## src/rtl/mbg_pkg.sv

```systemverilog
package mbg_pkg;

   // burst length held as a 2-bit code: 1 -> 2 beats, 2 -> 4, 3 -> 8
   typedef logic [1:0] bl_code_t;

   typedef enum logic {ORD_SEQ = 1'b0, ORD_INTL = 1'b1} ord_t;

   typedef struct packed {
      bl_code_t bl;
      ord_t     ord;
      logic     cl_half;   // 1: latency of 2.5 clocks
   } mode_t;

   localparam int unsigned BLK_W = 3;   // widest burst block is 8 beats

   // in-block offset mask for a length code
   function automatic logic [BLK_W-1:0] blk_mask(input bl_code_t c);
      return {c == 2'd3, c[1], 1'b1};
   endfunction

   // beat index of the final pair in a burst
   function automatic logic [BLK_W-1:0] last_pair(input bl_code_t c);
      logic [BLK_W-1:0] m;
      m = blk_mask(c);
      return {m[2:1], 1'b0};
   endfunction

endpackage

```

## src/rtl/mbg_mode_reg.sv

```systemverilog
module mbg_mode_reg
   import mbg_pkg::*;
#(
   parameter int unsigned OP_W = 12
) (
   input  logic            clk,
   input  logic            rst_n,
   input  logic            load,
   input  logic [OP_W-1:0] op,
   output mode_t           mode,
   output logic            err,
   output logic            dll_rst
);

   localparam int unsigned HI_LSB = 9;

   generate
      if (OP_W <= HI_LSB) begin : g_bad_w
         $error("mbg_mode_reg: OP_W must exceed %0d", HI_LSB);
      end
   endgenerate

   logic  len_ok;
   logic  lat_ok;
   logic  pad_ok;
   logic  accept;
   mode_t next_mode;

   always_comb begin
      len_ok = (op[2:0] == 3'b001) || (op[2:0] == 3'b010) || (op[2:0] == 3'b011);
      lat_ok = (op[6:4] == 3'b010) || (op[6:4] == 3'b110);
      pad_ok = (op[7] == 1'b0) && (op[OP_W-1:HI_LSB] == '0);
      accept = len_ok && lat_ok && pad_ok;
      next_mode.bl      = op[1:0];
      next_mode.ord     = ord_t'(op[3]);
      next_mode.cl_half = op[6];
   end

   always_ff @(posedge clk) begin
      if (!rst_n) begin
         mode    <= '{bl: 2'd1, ord: ORD_SEQ, cl_half: 1'b0};
         err     <= 1'b0;
         dll_rst <= 1'b0;
      end else begin
         err     <= load && !accept;
         dll_rst <= load && accept && op[8];
         if (load && accept) begin
            mode <= next_mode;
         end
      end
   end

endmodule

```

## src/rtl/mbg_burst_seq.sv

```systemverilog
module mbg_burst_seq
   import mbg_pkg::*;
#(
   parameter int unsigned COL_W = 10
) (
   input  logic             clk,
   input  logic             rst_n,
   input  logic             go,
   input  logic [COL_W-1:0] col,
   input  logic             stop,
   input  mode_t            mode,
   output logic             act,
   output logic [COL_W-1:0] base,
   output logic [BLK_W-1:0] idx,
   output bl_code_t         bl_lat,
   output ord_t             ord_lat
);

   generate
      if (COL_W < BLK_W) begin : g_bad_w
         $error("mbg_burst_seq: COL_W must be at least %0d", BLK_W);
      end
   endgenerate

   logic at_end;
   assign at_end = (idx == last_pair(bl_lat));

   always_ff @(posedge clk) begin
      if (!rst_n) begin
         act     <= 1'b0;
         base    <= '0;
         idx     <= '0;
         bl_lat  <= 2'd1;
         ord_lat <= ORD_SEQ;
      end else if (go) begin
         act     <= 1'b1;
         base    <= col;
         idx     <= '0;
         bl_lat  <= mode.bl;
         ord_lat <= mode.ord;
      end else if (stop) begin
         act <= 1'b0;
      end else if (act) begin
         if (at_end) begin
            act <= 1'b0;
         end else begin
            idx <= idx + BLK_W'(2);
         end
      end
   end

endmodule

```

## src/rtl/mbg_col_order.sv

```systemverilog
module mbg_col_order
   import mbg_pkg::*;
#(
   parameter int unsigned COL_W = 10,
   parameter int unsigned LANE  = 0
) (
   input  logic [COL_W-1:0] base,
   input  bl_code_t         bl,
   input  ord_t             ord,
   input  logic [BLK_W-1:0] idx,
   output logic [COL_W-1:0] col
);

   logic [BLK_W-1:0] beat;
   logic [BLK_W-1:0] mask;
   logic [BLK_W-1:0] off;
   logic [BLK_W-1:0] seq_off;
   logic [BLK_W-1:0] intl_off;

   always_comb begin
      beat     = idx + BLK_W'(LANE);
      mask     = blk_mask(bl);
      seq_off  = (base[BLK_W-1:0] + beat) & mask;
      intl_off = (base[BLK_W-1:0] ^ beat) & mask;
      off      = (ord == ORD_INTL) ? intl_off : seq_off;
      col      = base;
      col[BLK_W-1:0] = (base[BLK_W-1:0] & ~mask) | off;
   end

endmodule

```

## src/rtl/mode_burst_gen.sv

```systemverilog
module mode_burst_gen
   import mbg_pkg::*;
#(
   parameter int unsigned OP_W  = 12,
   parameter int unsigned COL_W = 10
) (
   input  logic             clk,
   input  logic             rst_n,
   input  logic             mr_load,
   input  logic [OP_W-1:0]  mr_op,
   input  logic             bst_go,
   input  logic [COL_W-1:0] bst_col,
   input  logic             bst_stop,
   output logic [2:0]       cas_half,
   output logic [3:0]       burst_len,
   output logic             burst_type,
   output logic             dll_rst,
   output logic             mr_err,
   output logic             col_vld,
   output logic [COL_W-1:0] col_a,
   output logic [COL_W-1:0] col_b
);

   localparam int unsigned LANES = 2;   // two beats per clock

   mode_t            mode;
   logic [COL_W-1:0] base;
   logic [BLK_W-1:0] idx;
   bl_code_t         bl_lat;
   ord_t             ord_lat;
   logic [LANES-1:0][COL_W-1:0] lane_col;

   mbg_mode_reg #(.OP_W(OP_W)) u_mode (
      .clk     (clk),
      .rst_n   (rst_n),
      .load    (mr_load),
      .op      (mr_op),
      .mode    (mode),
      .err     (mr_err),
      .dll_rst (dll_rst)
   );

   mbg_burst_seq #(.COL_W(COL_W)) u_seq (
      .clk     (clk),
      .rst_n   (rst_n),
      .go      (bst_go),
      .col     (bst_col),
      .stop    (bst_stop),
      .mode    (mode),
      .act     (col_vld),
      .base    (base),
      .idx     (idx),
      .bl_lat  (bl_lat),
      .ord_lat (ord_lat)
   );

   generate
      for (genvar ln = 0; ln < LANES; ln++) begin : g_lane
         mbg_col_order #(.COL_W(COL_W), .LANE(ln)) u_ord (
            .base (base),
            .bl   (bl_lat),
            .ord  (ord_lat),
            .idx  (idx),
            .col  (lane_col[ln])
         );
      end
   endgenerate

   assign col_a      = lane_col[0];
   assign col_b      = lane_col[1];
   assign cas_half   = mode.cl_half ? 3'd5 : 3'd4;
   assign burst_len  = 4'd1 << mode.bl;
   assign burst_type = mode.ord;

endmodule

```

## config.mk

```make
export PLATFORM = sky130hd
export DESIGN_NAME = mode_burst_gen
export DESIGN_NICKNAME = d
export VERILOG_FILES = /design/src/rtl/mbg_pkg.sv /design/src/rtl/mbg_mode_reg.sv /design/src/rtl/mbg_burst_seq.sv /design/src/rtl/mbg_col_order.sv /design/src/rtl/mode_burst_gen.sv
export SDC_FILE = /design/constraint.sdc
export NUM_CORES = 1
export LEC_CHECK = 0
export ABC_AREA = 0
export BUFFER_PORTS_ARGS = -buffer_cell sky130_fd_sc_hd__buf_4
export CAP_MARGIN = 20
export CORE_MARGIN = 3
export CORE_UTILIZATION = 25
export DETAILED_ROUTE_END_ITERATION = 10
export RECOVER_POWER = 50
export SLEW_MARGIN = 30
export SYNTH_ARGS = -nofsm -noshare
export SYNTH_HDL_FRONTEND = slang
export SYNTH_SLANG_ARGS = --single-unit
```

## constraint.sdc

```tcl
create_clock -name clk -period 1.9 [get_ports clk]
set_clock_uncertainty 0.15 [all_clocks]
set_input_delay 0.285 -clock clk [delete_from_list [all_inputs] [get_ports clk]]
set_output_delay 0.285 -clock clk [all_outputs]
set_load 0.05 [all_outputs]
```

[After elaboration in Yosys (flattened, before gate mapping)]
Cells that the tools add are included.
Operators by class
  shifts and indexed selects: 1
  equality and inequality tests: 7
  reduce and logical (&&, ||, !) cells: 13
  bitwise logic cells: 14
  add/sub/neg operators: 4
  multiplexer cells: 7
Operators with widths (number)
  bitwise AND 3 bit: 5
  == test 3 x 2 -> 1 bit (second input constant): 3
  adder 3 bit: 2
  logical AND 1 bit: 6
  two-way mux 3 bit: 2
  bitwise OR 3 bit: 2
  bitwise XOR 3 bit: 2
  two-way mux 1 bit: 5
  NOT 1 bit: 4
  << shifter 1 x 2 -> 4 bit (first input constant): 1
  adder 3 x 1 -> 3 bit (second input constant): 1
  adder 3 x 2 -> 3 bit (second input constant): 1
  == test 3 x 1 -> 1 bit (second input constant): 1
  == test 3 bit: 1
  == test 3 bit (second input constant): 1
  zero test 3 bit: 1
  logical OR 1 bit: 3
  NOT 3 bit: 1
  AND reduction 3 bit: 1
  == test 2 bit (second input constant): 1
  OR reduction 2 bit: 1
  zero test 1 bit: 1
Storage, ports and cells
  output and inout bits: 31
  logic and storage cells: 56
  input port bits: 27
  bits in registers: 23

[Longest topological paths before layout]
  depth in word-level cells: 7
  depth in mapped cells: 5
  mapped depth without buffers: 5

[By module]
From an unflattened synthesis, not the netlist that was laid out.
Unflattened totals
  cells, all modules: 138
  area, all modules: 1298.7 um^2
By module, submodules not included
  mbg_burst_seq: cells each 61, instances 1, sequential area each 320.3 um^2, area each 645.6 um^2
  mbg_mode_reg: cells each 28, instances 1, sequential area each 120.1 um^2, area each 277.8 um^2
  mbg_col_order at g_lane[1].u_ord: cells each 20, instances 1, sequential area each 0.0 um^2, area each 170.2 um^2
  mbg_col_order at g_lane[0].u_ord: cells each 21, instances 1, sequential area each 0.0 um^2, area each 156.4 um^2
  mode_burst_gen: cells each 8, instances 1, sequential area each 0.0 um^2, area each 48.8 um^2

[Least setup slack after synthesis]
No wires, ideal clock.
  path kind: register to output
  start point: register u_seq.idx[1]
  end point: output port col_b[2]
  buffers on the path: 0
  data arrival time: 2066 ps
  setup slack: -601 ps
  cell stages (with the launch flop): 6
  required time: 1465 ps
  cell sequence: dfxtp_1 -> inv_1 -> fa_1 -> or3_1 -> a21oi_1 -> xor2_1
Between the ends
  cells in the longest elaborated chain, start to end: 5
  elaborated cells between the ends (all ways): 7
  those cells by class: add/sub (2); mux (1); bitwise (4)
RTL lines
  start: declaration: line mbg_burst_seq.sv:14  | output logic [BLK_W-1:0] idx,
  start signal: assignment: line mbg_burst_seq.sv:47  | idx <= idx + BLK_W'(2);
  adder 3 x 1 -> 3 bit (*): line mbg_col_order.sv:21  | beat = idx + BLK_W'(LANE);
  adder 3 bit or bitwise XOR 3 bit (tied branches): line mbg_col_order.sv:23, mbg_col_order.sv:24
  bitwise AND 3 bit, on equally long branches: line mbg_col_order.sv:23, mbg_col_order.sv:24
  two-way mux 3 bit (*): line mbg_col_order.sv:25  | off = (ord == ORD_INTL) ? intl_off : seq_off;
  bitwise OR 3 bit (*): line mbg_col_order.sv:27  | col[BLK_W-1:0] = (base[BLK_W-1:0] & ~mask) | off;
  end: declaration: line mode_burst_gen.sv:21  | output logic [COL_W-1:0] col_b
Mark *: on every way between the ends. The rest lies on a longest branch, timed or not.

[Worst setup path after layout]
  start point: register u_seq.base[0]
  end point: output port col_b[2]
Between the ends
  cells in the longest elaborated chain, start to end: 4
RTL lines
  start: declaration: line mbg_burst_seq.sv:13  | output logic [COL_W-1:0] base,
  start signal: assignment: line mbg_burst_seq.sv:37  | base <= col;
  adder 3 bit: line mbg_col_order.sv:23  | seq_off = (base[BLK_W-1:0] + beat) & mask;
  bitwise AND 3 bit: line mbg_col_order.sv:23
  two-way mux 3 bit: line mbg_col_order.sv:25
  bitwise OR 3 bit: line mbg_col_order.sv:27
No other way between the ends.

==> run_results.csv <==
group,metric,value,unit
clocking,numCtsBuffers,3,
detailed_routing,wl_per_cell,11.2,um
sta,relSlewSlack,0.309,
detailed_routing,drt_iter0_drc,26,
grt,antenna_found_initial,0,
grt,grt_pass1_wl,3850,um
yosys,synth_edf_count,0,
grt,grt_max_degree,25,
hold_path,min_path_cells,3,
critical_path,rr_worst_depth,5,
place,dp_hpwl,1820,um
critical_path,critPathLaunchType,"flip-flop",
detailed_routing,detail-route-antenna-nets,0,
run_status,outcome,"complete, but fails checks",
yosys,ys_seq_elements,22,
sta,hold_ws,0.0924,ns
critical_path,arrival,1.87,ns
finish,final_util,0.367,
yosys,synthArstFlopShare,0,
sta,post-route-period-util,1.21,
yosys,ys_types,31,
critical_path,cp-end-kind,"primary output",
sta,drv_slew,0,
floorplanning,die_x,74.9,um
critical_path,cp.depth,6,
critical_path,crit_path_top_delay_cell,"fa_2",
finish,drive_gt1_frac,0.418,
critical_path,required,1.46,ns
run,max_cap_violations,0,
sta,rsz0062_at_grt,"yes",
critical_path,critPathMaxFanout,2,
yosys,dominantRegCellSynth,"dfxtp_1",
place,placed_area,1590,um2
floorplanning,io_pins,58,
finish,syn_to_final_growth,38.1,%
yosys,synth_warnings,0,
clocking,clk_latency,0.26,ns
critical_path,max_stage_delay,0.37,ns
place,port_buffers,55,
run_status,violations,"negative setup slack",
clocking,cts_tree,"yes",
clocking,post-cts-setup-buffer-count,0,
clocking,cts.sinks,22,
critical_path,criticalPathCategory,"flip-flop to primary output",
clocking,root_buffer,"clkbuf_8",
floorplanning,start_util,0.265,
yosys,synth_top_area_frac,0.371,
floorplanning,rows,24,
power_and_ir_drop,p_leak,0.721,nW
grt,grt_usage,0.0907,
floorplanning,dieArea,5610,um2
grt,grt_remaining_overflow,0,
critical_path,crit_chain,"inv_2 -> fa_2 -> or3_4 -> a21oi_4 -> xor2_4 -> buf_6",
detailed_routing,drc,0,
floorplanning,die_h,74.9,um
power_and_ir_drop,powerDensity,627,nW/um2
yosys,syn_avg_cell_area,9.13,um2
yosys,syn_nets,159,
sta,hold_viol,0,
yosys,synth_area_leader_cell,"dfxtp_1",
finish,antenna-diode-count,0,
detailed_routing,dr.pass1.iters,2,
clocking,path_clk_slew,0.08,ns
hold_path,hold_class,"input port to flip-flop",
yosys,synthesis.area,1190,um2
clocking,clk_path_buf_depth,2,
sta,timing.fmax,0.435,GHz
sta,worst_slack,-0.401,ns
sta,worstMarginPinSlew,1.04,ns
finish,nets,201,
yosys,syn_inst,130,
power_and_ir_drop,vdd_drop_max,0.314,mV
sta,setup_viol,3,
detailed_routing,vias,932,
grt,grt_pass1_vias,865,
detailed_routing,routed_wl,2490,um
critical_path,crit_family,"adder cells",
yosys,yosysSeqAreaShare,0.371,
yosys,synth_area_leaders,"dfxtp_1 37%, mux2i_1 13%, buf_4 11%",
detailed_routing,vias_per_cell,4.20,
yosys,synthTopCellsByCount,"22 x dfxtp_1, 18 x buf_4, 15 x mux2i_1, 15 x nor2b_1, 12 x nand2_1",
yosys,yosysMostFrequentCell,"dfxtp_1",
place,place_congestion,0.711,
sta,min_period,2.30,ns
floorplanning,design.core.area,4470,um2
finish,design_area,1640,um2
clocking,htreeDepth,1,
critical_path,crit_buf_inv,2,
-- worst min-delay path, stage by stage --
cell	delay, ns
buf_4	0.08
nand3_1	0.05
o21ai_0	0.06
-- cells in the final DEF, fill, tap and decap left out, types with 2 or more instances in the layout --
cell type,count
buf_4,48
buf_6,5
clkbuf_1,6
clkbuf_8,3
conb_1,2
dfxtp_1,19
dfxtp_2,3
inv_1,3
mux2i_1,15
nand2_1,12
nand2b_1,3
nand3_1,3
nor2_1,5
nor2b_1,14
o21ai_0,5
o21ai_1,2
xnor2_1,2
-- cells by family (layout without fill, tap and decap cells) --
kind of cell    count (synthesis)  after routing  synth area share
simple gates                   46             46             0.220
xor+xnor                        5              5            0.0369
buf+inv                        27             67             0.151
fa+ha+maj                       2              2            0.0274
other cells                     2              2           0.00632
mux                            15             15             0.126
flops                          22             22             0.371
compound gates                 11             11            0.0611
-- per-layer routing --
| metal | track usage | share of wire |
|---|---|---|
| met1 | 0.111 | 0.46 |
| met2 | 0.148 | 0.48 |
| met3 | 0.0360 | 0.057 |
| met4 | 0.0237 | 0.0068 |
| met5 | 0 | 0 |
-- report_power, final --
| part | switching, W | total, W | internal, W | leakage (nW) |
|---|---|---|---|---|
| Sequential | 0.0000115 | 0.000488 | 0.000476 | 0.181 |
| Combinational | 0.000155 | 0.000253 | 0.0000978 | 0.519 |
| Clock | 0.000146 | 0.000288 | 0.000141 | 0.0216 |
-- sequential cells by signal (all words and copies together) (netlist names) --
| register | cells |
|---|---|
| u_seq.ord_lat | 1 |
| u_mode.err | 1 |
| u_mode.mode | 4 |
| u_mode.dll_rst | 1 |
| u_seq.act | 1 |
| u_seq.idx | 2 |
| u_seq.base | 10 |
| u_seq.bl_lat | 2 |
-- path summary, 6_finish.rpt --
check                                            startpoint                     endpoint  slack [ns]
worst min-delay path                               mr_op[6]  u_mode.mode[0]$_SDFFE_PN0P_        0.09
worst max-delay path             u_seq.base[0]$_SDFFE_PN0P_                     col_b[2]       -0.40
worst max register to register    u_seq.idx[2]$_SDFFE_PP0P_    u_seq.idx[1]$_SDFFE_PP0P_        0.49
worst min register to register  u_mode.mode[0]$_SDFFE_PN0P_  u_mode.mode[0]$_SDFFE_PN0P_        0.31
-- stage by stage --
stage | setup TNS (ns) | worst slack, ns | total power (W) | std cells
2_1_floorplan | -0.169 | -0.169 | 0.000684 | 130
3_3_place_gp | -0.138 | -0.138 | 0.000753 | 219
3_5_place_dp | -0.163 | -0.163 | 0.000754 | 219
4_1_cts | -0.636 | -0.423 | 0.00105 | 222
5_1_grt | -0.820 | -0.469 | 0.00108 | 222
6_report | -0.618 | -0.401 | 0.00103 | 222
-- cell type report --
class / instances / area, um2
Clock buffer: 3 / 41.3
Fill cell: 467 / 2830
Inverter: 4 / 15.0
Multi-Input combinational cell: 81 / 628
Sequential cell: 22 / 444
Tap cell: 52 / 65.1
Timing Repair Buffer: 60 / 447
-- repair_timing --
action                                  in CTS  in global routing
pin swaps                                    3                  0
endpoints found under the setup margin       3                  3
hold buffers                                 0                  0
resized for setup                           11                  1
Power figures use the tool's default switching activity.
